--- config.mk ---
export PLATFORM = sky130hd
export DESIGN_NAME = pf_prefetch_sched
export DESIGN_NICKNAME = d
export VERILOG_FILES = /design/src/rtl/pf_pkg.sv /design/src/rtl/pf_age_slot.sv /design/src/rtl/pf_rm_arbiter.sv /design/src/rtl/pf_bus_seq.sv /design/src/rtl/pf_prefetch_sched.sv
export SDC_FILE = /design/constraint.sdc
export NUM_CORES = 1
export LEC_CHECK = 0
export ABC_CLOCK_PERIOD_IN_PS = 1900
export BUFFER_PORTS_ARGS = -buffer_cell sky130_fd_sc_hd__clkbuf_2
export CORE_MARGIN = 5
export CORE_UTILIZATION = 52
export DETAILED_ROUTE_END_ITERATION = 6
export PLACE_DENSITY = 0.75
export SLEW_MARGIN = 20
export SYNTH_ARGS = -nofsm -noshare
export SYNTH_HDL_FRONTEND = slang
export SYNTH_SLANG_ARGS = --single-unit
--- constraint.sdc ---
create_clock -name clk_i -period 1.9 [get_ports clk_i]
set_clock_uncertainty 0.05 [all_clocks]
set_input_delay 0.285 -clock clk_i [delete_from_list [all_inputs] [get_ports clk_i]]
set_output_delay 0.285 -clock clk_i [all_outputs]
set_load 0.02 [all_outputs]
--- src/rtl/pf_pkg.sv ---
package pf_pkg;
  typedef enum logic {
    PH_ADDR = 1'b0,
    PH_DATA = 1'b1
  } bus_phase_e;
endpackage

--- src/rtl/pf_age_slot.sv ---
module pf_age_slot #(
  parameter int unsigned DATA_W = 16,
  parameter int unsigned AGE_W  = 8,
  parameter int unsigned LIMIT  = 32,
  parameter int unsigned LEAD   = 12
) (
  input  logic              clk_i,
  input  logic              rst_ni,
  input  logic              upd_i,
  input  logic [DATA_W-1:0] upd_data_i,
  output logic [DATA_W-1:0] copy_o,
  output logic              due_o,
  output logic              over_o
);
  localparam logic [AGE_W-1:0] DueAt  = AGE_W'(LIMIT - LEAD);
  localparam logic [AGE_W-1:0] LimAge = AGE_W'(LIMIT);

  logic [AGE_W-1:0] age_q;

  always_ff @(posedge clk_i or negedge rst_ni) begin
    if (!rst_ni) begin
      age_q  <= '0;
      copy_o <= '0;
    end else if (upd_i) begin
      age_q  <= '0;
      copy_o <= upd_data_i;
    end else if (age_q != '1) begin
      age_q <= age_q + 1'b1;
    end
  end

  assign due_o  = (age_q >= DueAt);
  assign over_o = (age_q > LimAge);

  a_r4_age_restart: assert property (@(posedge clk_i) disable iff (!rst_ni)
    upd_i |=> (age_q == '0));
  a_r4_due_held: assert property (@(posedge clk_i) disable iff (!rst_ni)
    (due_o && !upd_i) |=> due_o);
endmodule

--- src/rtl/pf_rm_arbiter.sv ---
module pf_rm_arbiter #(
  parameter int unsigned        N_REGS = 4,
  parameter int unsigned        AGE_W  = 8,
  parameter logic [N_REGS*AGE_W-1:0] LIMITS = '0,
  localparam int unsigned       IW     = (N_REGS > 1) ? $clog2(N_REGS) : 1
) (
  input  logic [N_REGS-1:0] req_i,
  output logic              valid_o,
  output logic [IW-1:0]     idx_o
);
  function automatic logic [AGE_W-1:0] lim_at(input int i);
    return LIMITS[i*AGE_W +: AGE_W];
  endfunction

  logic [AGE_W-1:0] best;

  // smallest age limit wins; strict compare keeps the lower index on a tie
  always_comb begin
    valid_o = 1'b0;
    idx_o   = '0;
    best    = '1;
    for (int i = 0; i < int'(N_REGS); i++) begin
      if (req_i[i] && (!valid_o || lim_at(i) < best)) begin
        valid_o = 1'b1;
        idx_o   = IW'(i);
        best    = lim_at(i);
      end
    end
  end

  always_comb begin
    if (valid_o) begin
      a_r5_grant_is_due: assert (req_i[idx_o]);
      for (int j = 0; j < int'(N_REGS); j++) begin
        if (req_i[j]) begin
          a_r5_rate_monotonic: assert (lim_at(j) > lim_at(int'(idx_o)) ||
            (lim_at(j) == lim_at(int'(idx_o)) && j >= int'(idx_o)));
        end
      end
    end
  end
endmodule

--- src/rtl/pf_bus_seq.sv ---
module pf_bus_seq
  import pf_pkg::*;
#(
  parameter int unsigned DATA_W = 16,
  parameter int unsigned IW     = 2
) (
  input  logic              clk_i,
  input  logic              rst_ni,
  input  logic              wr_req_i,
  input  logic [IW-1:0]     wr_addr_i,
  input  logic [DATA_W-1:0] wr_data_i,
  input  logic              rd_valid_i,
  input  logic [IW-1:0]     rd_idx_i,
  output logic              core_req_o,
  output logic              core_we_o,
  output logic [IW-1:0]     core_addr_o,
  output logic [DATA_W-1:0] core_wdata_o,
  output logic              upd_o
);
  bus_phase_e        phase_q;
  logic              busy_q, pend_q;
  logic [IW-1:0]     pend_addr_q;
  logic [DATA_W-1:0] pend_data_q;
  logic              free;

  assign free = !busy_q || (phase_q == PH_DATA);

  always_ff @(posedge clk_i or negedge rst_ni) begin
    if (!rst_ni) begin
      busy_q       <= 1'b0;
      phase_q      <= PH_ADDR;
      core_we_o    <= 1'b0;
      core_addr_o  <= '0;
      core_wdata_o <= '0;
      pend_q       <= 1'b0;
      pend_addr_q  <= '0;
      pend_data_q  <= '0;
    end else if (free) begin
      phase_q <= PH_ADDR;
      if (pend_q) begin
        busy_q       <= 1'b1;
        core_we_o    <= 1'b1;
        core_addr_o  <= pend_addr_q;
        core_wdata_o <= pend_data_q;
        pend_q       <= 1'b0;
      end else if (wr_req_i) begin
        busy_q       <= 1'b1;
        core_we_o    <= 1'b1;
        core_addr_o  <= wr_addr_i;
        core_wdata_o <= wr_data_i;
      end else if (rd_valid_i) begin
        busy_q      <= 1'b1;
        core_we_o   <= 1'b0;
        core_addr_o <= rd_idx_i;
      end else begin
        busy_q <= 1'b0;
      end
    end else begin
      phase_q <= PH_DATA;
      if (wr_req_i && !pend_q) begin
        pend_q      <= 1'b1;
        pend_addr_q <= wr_addr_i;
        pend_data_q <= wr_data_i;
      end
    end
  end

  assign core_req_o = busy_q;
  assign upd_o      = busy_q && (phase_q == PH_DATA) && !core_we_o;

  a_r3_hold_two_cycles: assert property (@(posedge clk_i) disable iff (!rst_ni)
    (core_req_o && phase_q == PH_ADDR) |=>
      (core_req_o && $stable(core_addr_o) && $stable(core_we_o) && $stable(core_wdata_o)));
  a_r6_wait_one_cycle: assert property (@(posedge clk_i) disable iff (!rst_ni)
    pend_q |=> !pend_q);
  a_r6_write_first: assert property (@(posedge clk_i) disable iff (!rst_ni)
    (free && pend_q) |=> (core_req_o && core_we_o));
  a_r7_no_idle_gap: assert property (@(posedge clk_i) disable iff (!rst_ni)
    (free && (rd_valid_i || wr_req_i)) |=> core_req_o);
endmodule

--- src/rtl/pf_prefetch_sched.sv ---
module pf_prefetch_sched #(
  parameter int unsigned N_REGS       = 4,
  parameter int unsigned DATA_W       = 16,
  parameter int unsigned AGE_W        = 8,
  parameter int unsigned REFRESH_LEAD = 12,
  // per-register age limit, register 0 in the low field
  parameter logic [N_REGS*AGE_W-1:0] AGE_LIMITS = 32'h2040_1828,
  localparam int unsigned IW = (N_REGS > 1) ? $clog2(N_REGS) : 1
) (
  input  logic              clk_i,
  input  logic              rst_ni,
  input  logic [IW-1:0]     rd_addr_i,
  output logic [DATA_W-1:0] rd_data_o,
  input  logic              wr_req_i,
  input  logic [IW-1:0]     wr_addr_i,
  input  logic [DATA_W-1:0] wr_data_i,
  output logic              core_req_o,
  output logic              core_we_o,
  output logic [IW-1:0]     core_addr_o,
  output logic [DATA_W-1:0] core_wdata_o,
  input  logic [DATA_W-1:0] core_rdata_i,
  output logic              overrun_o
);
  logic [N_REGS-1:0] due, over, upd_hit;
  logic [DATA_W-1:0] copy_w [N_REGS];
  logic              seq_upd, arb_valid;
  logic [IW-1:0]     arb_idx;

  for (genvar g = 0; g < int'(N_REGS); g++) begin : g_slot
    assign upd_hit[g] = seq_upd && (core_addr_o == IW'(g));
    pf_age_slot #(
      .DATA_W(DATA_W),
      .AGE_W (AGE_W),
      .LIMIT (int'(AGE_LIMITS[g*AGE_W +: AGE_W])),
      .LEAD  (REFRESH_LEAD)
    ) u_slot (
      .clk_i     (clk_i),
      .rst_ni    (rst_ni),
      .upd_i     (upd_hit[g]),
      .upd_data_i(core_rdata_i),
      .copy_o    (copy_w[g]),
      .due_o     (due[g]),
      .over_o    (over[g])
    );
  end

  pf_rm_arbiter #(
    .N_REGS(N_REGS),
    .AGE_W (AGE_W),
    .LIMITS(AGE_LIMITS)
  ) u_arb (
    .req_i  (due & ~upd_hit),
    .valid_o(arb_valid),
    .idx_o  (arb_idx)
  );

  pf_bus_seq #(
    .DATA_W(DATA_W),
    .IW    (IW)
  ) u_seq (
    .clk_i       (clk_i),
    .rst_ni      (rst_ni),
    .wr_req_i    (wr_req_i),
    .wr_addr_i   (wr_addr_i),
    .wr_data_i   (wr_data_i),
    .rd_valid_i  (arb_valid),
    .rd_idx_i    (arb_idx),
    .core_req_o  (core_req_o),
    .core_we_o   (core_we_o),
    .core_addr_o (core_addr_o),
    .core_wdata_o(core_wdata_o),
    .upd_o       (seq_upd)
  );

  assign rd_data_o = (int'(rd_addr_i) < int'(N_REGS)) ? copy_w[rd_addr_i] : '0;
  assign overrun_o = |over;

  a_r1_reset_idle: assert property (@(posedge clk_i) disable iff (!rst_ni)
    $rose(rst_ni) |-> (!core_req_o && !overrun_o));
  a_r9_write_keeps_copy: assert property (@(posedge clk_i) disable iff (!rst_ni)
    (core_req_o && core_we_o) |=> (rd_addr_i != $past(core_addr_o)) ||
      $stable(rd_addr_i) == 1'b0 || $stable(rd_data_o));
endmodule

Word-level counts from Yosys, hierarchy flattened
Index checks and enable logic that the tools add are counted.
Storage, ports and cells
  bits in registers: 136
  input bits: 39
  output and inout bits: 37
  word-level logic and storage cells: 110
Cells by class
  $add $sub $neg: 4
  $lt $le $gt $ge: 12
  equal/unequal tests: 7
  muxes and demuxes: 35
  bitwise operators: 4
  reductions and logical operators: 32
Operator list (number)
  8-bit 2-to-1 mux: 11
  16-bit 2-to-1 mux: 4
  8-bit by 1-bit adder with 8-bit output, second input constant: 4
  16-bit binary-select mux with 2-bit select: 1
  8-bit inequality test, second input constant: 4
  8-bit by 5-bit greater-or-equal comparator with 1-bit output, second input constant: 2
  8-bit by 6-bit > comparator with 1-bit output, second input constant: 2
  1-bit 2-to-1 mux: 14
  2-bit nonzero test: 6
  1-bit logical AND: 10
  2-bit 2-to-1 mux: 5
  8-bit by 4-bit greater-or-equal comparator with 1-bit output, second input constant: 1
  8-bit by 6-bit greater-or-equal comparator with 1-bit output, second input constant: 1
  8-bit by 5-bit > comparator with 1-bit output, second input constant: 1
  8-bit by 7-bit > comparator with 1-bit output, second input constant: 1
  5-bit by 8-bit < comparator with 1-bit output, first input constant: 1
  6-bit by 8-bit < comparator with 1-bit output, first input constant: 1
  7-bit by 8-bit < comparator with 1-bit output, first input constant: 1
  1-bit zero test: 6
  2-bit AND reduction: 3
  4-bit bitwise AND: 1
  2-bit == test, second input constant: 2
  1-bit logical OR: 4
  4-bit inverter: 1
  other kinds (7): 7

Logic depth before layout (Yosys ltp)
  depth in word-level cells: 21
  depth in mapped cells: 7
  mapped depth without buffers: 6

Cells and area by module
Synthesis repeated with hierarchy kept, for this count alone.
Unflattened totals
  cells, all modules: 499
  area total of the unflattened synthesis: 6647.6 um^2
By module, submodules not included
  pf_bus_seq: instances 1, cells an instance 115, area an instance 1848.0 um^2, sequential area each 1001.0 um^2
  pf_age_slot (g_slot[1].u_slot): instances 1, cells an instance 87, area an instance 1074.8 um^2, sequential area each 600.6 um^2
  pf_age_slot (g_slot[0].u_slot): instances 1, cells an instance 86, area an instance 1072.3 um^2, sequential area each 600.6 um^2
  pf_age_slot (g_slot[2].u_slot): instances 1, cells an instance 88, area an instance 1072.3 um^2, sequential area each 600.6 um^2
  pf_age_slot (g_slot[3].u_slot): instances 1, cells an instance 88, area an instance 1064.8 um^2, sequential area each 600.6 um^2
  pf_prefetch_sched: instances 1, cells an instance 30, area an instance 488.0 um^2, sequential area each 0.0 um^2
  pf_rm_arbiter: instances 1, cells an instance 5, area an instance 27.5 um^2, sequential area each 0.0 um^2

Least setup slack after synthesis
Ideal clock, no wire load.
  kind: flip-flop to flip-flop
  start: register u_seq.core_addr_o[1]
  end: register u_seq.core_addr_o[0]
  setup time: 0.125 ns
  arrival: 1.819 ns
  required time: 1.725 ns
  setup slack: -0.094 ns
  cell stages (with the launch flop): 7
  path buffers: 2
  clock period less this slack: 1.994 ns
  path through: dfrtp_1 > buf_2 > or4b_1 > buf_6 > a21boi_4 > a31oi_2 > mux2_4
Between the ends
  word-level cells in the longest chain between the ends: 20
  elaborated cells on any way between the ends: 37
  those cells by class: order compare (3); eq/ne (3); mux (13); bitwise (2); reduce/logical (16)
Ends and longest elaborated chain
  start: declaration: RTL line pf_bus_seq.sv:16  | output logic [IW-1:0] core_addr_o,
  start signal: assignment: RTL line pf_bus_seq.sv:43  | core_addr_o <= pend_addr_q;
  start signal: assignment: RTL line pf_bus_seq.sv:49  | core_addr_o <= wr_addr_i;
  start signal: assignment: RTL line pf_bus_seq.sv:54  | core_addr_o <= rd_idx_i;
  2-bit zero test: RTL line pf_prefetch_sched.sv:30  | assign upd_hit[g] = seq_upd && (core_addr_o == IW'(g));
  1-bit logical AND: RTL line pf_prefetch_sched.sv:30
  4-bit inverter (*): RTL line pf_prefetch_sched.sv:52  | .req_i (due & ~upd_hit),
  4-bit bitwise AND (*): RTL line pf_prefetch_sched.sv:52
  8-bit 2-to-1 mux or 1-bit 2-to-1 mux (tied branches): RTL line pf_rm_arbiter.sv:23  | if (req_i[i] && (!valid_o || lim_at(i) < best)) begin
  5-bit by 8-bit < comparator with 1-bit output or 1-bit zero test (tied branches): RTL line pf_rm_arbiter.sv:23
  1-bit logical OR: RTL line pf_rm_arbiter.sv:23
  1-bit logical AND: RTL line pf_rm_arbiter.sv:23
  (+4 left out)
  8-bit 2-to-1 mux or 1-bit 2-to-1 mux (tied branches): RTL line pf_rm_arbiter.sv:23
  6-bit by 8-bit < comparator with 1-bit output or 1-bit zero test (tied branches): RTL line pf_rm_arbiter.sv:23
  1-bit logical OR: RTL line pf_rm_arbiter.sv:23
  1-bit logical AND: RTL line pf_rm_arbiter.sv:23
  2-bit 2-to-1 mux: RTL line pf_rm_arbiter.sv:23
  2-bit 2-to-1 mux: RTL line pf_bus_seq.sv:51  | end else if (rd_valid_i) begin
  2-bit 2-to-1 mux: RTL line pf_bus_seq.sv:46  | end else if (wr_req_i) begin
  2-bit 2-to-1 mux: RTL line pf_bus_seq.sv:40  | if (pend_q) begin
Mark *: on every way between the ends. The rest lies on a longest branch, timed or not. The select of a mux whose other input is x is not followed.
A chain may end at the register's enable or synchronous reset.

Worst setup path in the final report
  start: register g_slot[1].u_slot.age_q[5]
  end: output overrun_o
Between the ends
  word-level cells in the longest chain between the ends: 2
Ends and longest elaborated chain
  start: declaration: RTL line pf_age_slot.sv:18  | logic [AGE_W-1:0] age_q;
  start signal: assignment: RTL line pf_age_slot.sv:28  | age_q <= age_q + 1'b1;
  8-bit by 5-bit > comparator with 1-bit output: RTL line pf_age_slot.sv:33  | assign over_o = (age_q > LimAge);
  4-bit OR reduction: RTL line pf_prefetch_sched.sv:76  | assign overrun_o = |over;
  end: declaration: RTL line pf_prefetch_sched.sv:22  | output logic overrun_o
Every way passes these cells.

==> impl_metrics.prom <==
# TYPE chip_impl_metric gauge
chip_impl_metric{name="avgViaCountPerCell",unit=""} 5.611
chip_impl_metric{name="antenna_left",unit=""} 0
chip_impl_info{name="final_common_cell",value="dfrtp_1"} 1
chip_impl_metric{name="synth_enable_flop_cells",unit=""} 0
chip_impl_metric{name="max_clock_freq",unit="MHz"} 438.1
chip_impl_metric{name="post_synth_fa_ha_maj_area_fraction",unit="%"} 1.593
chip_impl_metric{name="finalHoldViolations",unit=""} 0
chip_impl_metric{name="post_synth_mux_area_share",unit="%"} 17.81
chip_impl_info{name="min_path_type",value="in2reg"} 1
chip_impl_metric{name="fp.dieH",unit="um"} 119.9
chip_impl_info{name="critPathLaunchType",value="flop"} 1
chip_impl_metric{name="clk_pin_slew",unit="ns"} 0.06
chip_impl_metric{name="pwr-share-seq",unit="%"} 36.6
chip_impl_info{name="synth_largest_area_cell",value="dfrtp_1"} 1
chip_impl_metric{name="synth-seq-area-share",unit="%"} 54.17
chip_impl_metric{name="final_cell_area",unit="um^2"} 7809
chip_impl_metric{name="grt_pass1_wl",unit="mm"} 24.14
chip_impl_metric{name="final_core_utilization",unit="%"} 65.56
chip_impl_metric{name="post-route-period-util",unit="%"} 120.1
chip_impl_metric{name="avgSynthCellArea",unit="um^2"} 11.24
chip_impl_metric{name="groute.usage.overall",unit="%"} 21.19
chip_impl_metric{name="max_slew.worst_pin.slew",unit="ns"} 0.4782
chip_impl_metric{name="setup_total_negative_slack",unit="ns"} -0.5423
chip_impl_metric{name="drv_slew",unit=""} 0
chip_impl_info{name="clock-root-buffer",value="clkbuf_16"} 1
chip_impl_info{name="cts_tree",value="built"} 1
chip_impl_metric{name="post-synth-top-area-fraction",unit="%"} 54.17
chip_impl_metric{name="number_of_global_route_vias_before_repair",unit=""} 4903
chip_impl_metric{name="finalPower",unit="W"} 0.01448
chip_impl_metric{name="layout_setup_ws",unit="ns"} -0.3824
chip_impl_metric{name="area_growth",unit="%"} 24.30
chip_impl_metric{name="yosys.area_share.simple",unit="%"} 15.67
chip_impl_metric{name="core_area",unit="um^2"} 11910
chip_impl_metric{name="ys_warn_count",unit=""} 0
chip_impl_metric{name="cap_viol_max_count",unit=""} 0
chip_impl_metric{name="synth_compound_area_share",unit="%"} 6.194
chip_impl_metric{name="fraction_of_synthesis_flops_using_an_asynchronous_set_or_reset_pin",unit="%"} 100.0
chip_impl_metric{name="hold_depth",unit=""} 3
chip_impl_metric{name="grt_max_degree",unit=""} 54
chip_impl_metric{name="p_clk_share",unit="%"} 24.2
chip_impl_metric{name="power.internal",unit="W"} 0.009378
chip_impl_metric{name="floorplan.initialDensity",unit="%"} 52.74
chip_impl_metric{name="vias",unit=""} 4629
chip_impl_metric{name="cts_buffers",unit=""} 17
chip_impl_info{name="most-common-layout-cells",value="dfrtp_1 (134), nand2_1 (125), clkbuf_2 (73)"} 1
chip_impl_metric{name="syn-cell-area",unit="um^2"} 6282
chip_impl_metric{name="post_synth_num_cell_types",unit=""} 54
chip_impl_metric{name="port_buffers",unit=""} 75
chip_impl_metric{name="largest_fanout_on_the_critical_path",unit=""} 2
chip_impl_metric{name="cp.required",unit="ns"} 1.56
chip_impl_metric{name="initial_antenna_violation_count",unit=""} 0
chip_impl_info{name="run_status",value="complete, but fails checks"} 1
chip_impl_metric{name="drt_first_pass_iters",unit=""} 4
chip_impl_info{name="synth_top_family_by_area",value="multiplexers"} 1
chip_impl_metric{name="replace_congestion",unit=""} 0.8333
chip_impl_metric{name="peakVddDrop",unit="mV"} 0.9634
chip_impl_metric{name="hold_slack",unit="ns"} 0.06052
chip_impl_info{name="violations",value="negative setup slack"} 1
chip_impl_metric{name="postSynthNetCount",unit=""} 606
chip_impl_metric{name="n_antenna_cell",unit=""} 0
chip_impl_metric{name="power_frac_comb",unit="%"} 39.2
chip_impl_metric{name="power_density",unit="nW/um^2"} 1854
chip_impl_metric{name="die-area",unit="um^2"} 14380
chip_impl_metric{name="h-tree-depth",unit=""} 4
chip_impl_metric{name="finalWorstPathRequiredPeriod",unit="ns"} 2.282
chip_impl_metric{name="drt-wirelength-per-cell",unit="um"} 17.20
chip_impl_info{name="rsz0062_at_grt",value="yes"} 1
chip_impl_info{name="ys.flop_type",value="dfrtp_1"} 1
chip_impl_metric{name="switching_power",unit="W"} 0.005102
chip_impl_metric{name="postSynthRegisterBits",unit=""} 136
chip_impl_metric{name="total_leakage_power",unit="nW"} 3.702
chip_impl_metric{name="die_width",unit="um"} 119.9
chip_impl_info{name="synth.area.top_cells",value="dfrtp_1 (54%), mux2_2 (9.0%), nand2_1 (7.5%)"} 1
chip_impl_metric{name="global_route.overflow_total",unit=""} 0
chip_impl_metric{name="post-route-drc-count",unit=""} 0
chip_impl_metric{name="worstPathArrival",unit="ns"} 1.95
chip_impl_metric{name="yosys.area_share.xor_xnor",unit="%"} 1.952
chip_impl_info{name="timing.setup.critical_path_class",value="reg2out"} 1
chip_impl_metric{name="routed_wl",unit="mm"} 14.19
chip_impl_info{name="worstSetupEndpointType",value="output port"} 1
chip_impl_metric{name="cts.sinks",unit=""} 136
chip_impl_metric{name="power.share.switching",unit="%"} 35.23
chip_impl_metric{name="drt_iter0_drc",unit=""} 331
chip_impl_metric{name="floorplan.io_pins",unit=""} 76
chip_impl_metric{name="clockBufferDepth",unit=""} 2
chip_impl_metric{name="finalNetCount",unit=""} 713
chip_impl_metric{name="finalSetupViolCount",unit=""} 3
chip_impl_metric{name="clock_latency_at_the_later_pin_of_the_worst_skew_pair",unit="ns"} 0.41
chip_impl_metric{name="drive_above_1_share",unit="%"} 33.78
chip_impl_metric{name="place_hpwl",unit="mm"} 9.407
chip_impl_metric{name="core.rowCount",unit=""} 40
chip_impl_metric{name="maxSlewHeadroom",unit="%"} 68.12
chip_impl_metric{name="placedInstanceArea",unit="um^2"} 7064
chip_impl_metric{name="worst_r2r_path_depth",unit=""} 7
chip_impl_metric{name="synthesis.instances",unit=""} 559
-- through the flow --
stage / setup WS [ns] / instances
after global placement: 0.01668 / 786
after floorplan: -0.03617 / 559
after global routing: -0.4848 / 825
after CTS: -0.3729 / 819
after detailed placement: -0.06572 / 786
final: -0.3824 / 825
-- kinds of logic (layout without fill, tap and decap cells) --
kind of cell             after synthesis  count (layout)
buffers and inverters                 39             158
XOR/XNOR                              14              14
multiplexers                          85              85
adder cells (fa/ha/maj)                8               8
AND/OR/NAND/NOR                      217             217
flip-flops                           136             136
AO/OA/AOI/OAI                         60              60
-- critical path, stage by stage, from the launching register on --
cell and delay [ns]:
dfrtp_1 0.38, or3_4 0.39, a31oi_1 0.17, nand4_1 0.12, a221o_1 0.31, clkbuf_8 0.16
-- Yosys cell counts, drive strengths merged (2+ instances only) --
master,count
nand2,126
a21oi,6
clkbuf,19
inv,11
and3,7
nand2b,2
xnor2,5
nand4,9
or4b,2
and2,4
o21a,3
o21ai,26
buf,9
dfrtp,136
mux4,16
nor2,33
nor3,4
nor2b,2
or3,3
a21o,4
xor2,9
nor3b,3
a31oi,7
mux2,51
nand3,12
a211oi,4
nor4,3
ha,8
mux2i,18
-- registers in the layout (all words and copies together) (netlist names) --
| name | count |
|---|---|
| u_seq.core_we_o | 1 |
| u_seq.phase_q | 1 |
| g_slot.u_slot.age_q | 32 |
| u_seq.pend_addr_q | 2 |
| u_seq.core_addr_o | 2 |
| u_seq.core_req_o | 1 |
| g_slot.u_slot.copy_o | 64 |
| u_seq.core_wdata_o | 16 |
| u_seq.pend_data_q | 16 |
| u_seq.pend_q | 1 |
-- power groups by stage --
stage | clock (W) | sequential (W) | combinational, W
3_5_place_dp | 0 | 0.00531 | 0.00540
6_report | 0.00350 | 0.00530 | 0.00568
4_1_cts | 0.00356 | 0.00530 | 0.00556
5_1_grt | 0.00372 | 0.00551 | 0.00623
3_3_place_gp | 0 | 0.00520 | 0.00518
2_1_floorplan | 0 | 0.00531 | 0.00355
-- layout make-up --
| cell class | instances | area (um^2) |
|---|---|---|
| clock buffers | 23 | 488.0 |
| clock inverters | 8 | 142.6 |
| fillers | 893 | 4103 |
| inverters | 11 | 41.29 |
| multi-input cells | 384 | 2771 |
| flip-flops and latches | 136 | 3406 |
| well taps | 147 | 183.9 |
| repair buffers | 116 | 775.7 |
-- what timing repair did --
item	4_1_cts	5_1_grt
endpoints found under the hold margin	24	0
setup buffers	1	6
setup endpoints to repair	1	3
pin swaps	3	4
hold buffers	1	0
resized for setup	5	6
-- path summary, 6_finish.rpt --
path | startpoint | end | slack [ns]
setup / recovery | g_slot[1].u_slot.age_q[5]$_DFFE_PN0P_ | overrun_o | -0.38
hold / removal | core_rdata_i[13] | g_slot[3].u_slot.copy_o[13]$_DFFE_PN0N_ | 0.06
setup reg to reg | g_slot[1].u_slot.age_q[5]$_DFFE_PN0P_ | u_seq.core_addr_o[0]$_DFFE_PN0P_ | -0.13
hold reg to reg | g_slot[3].u_slot.copy_o[4]$_DFFE_PN0N_ | g_slot[3].u_slot.copy_o[4]$_DFFE_PN0N_ | 0.42
max in group asynchronous | rst_ni | g_slot[3].u_slot.copy_o[10]$_DFFE_PN0N_ | 0.93
min in group asynchronous | rst_ni | g_slot[1].u_slot.age_q[1]$_DFFE_PN0P_ | 0.24
-- per-layer routing --
layer / global-route usage (%) / wire (um) / vias up
met5: 0 / 0 / -
met4: 6.514 / 129 / 0
met3: 7.352 / 1001 / 15
met2: 35.05 / 7418 / 133
met1: 26.27 / 5639 / 2323
li1: - / - / 2158
(Power assumes the default switching activity.)
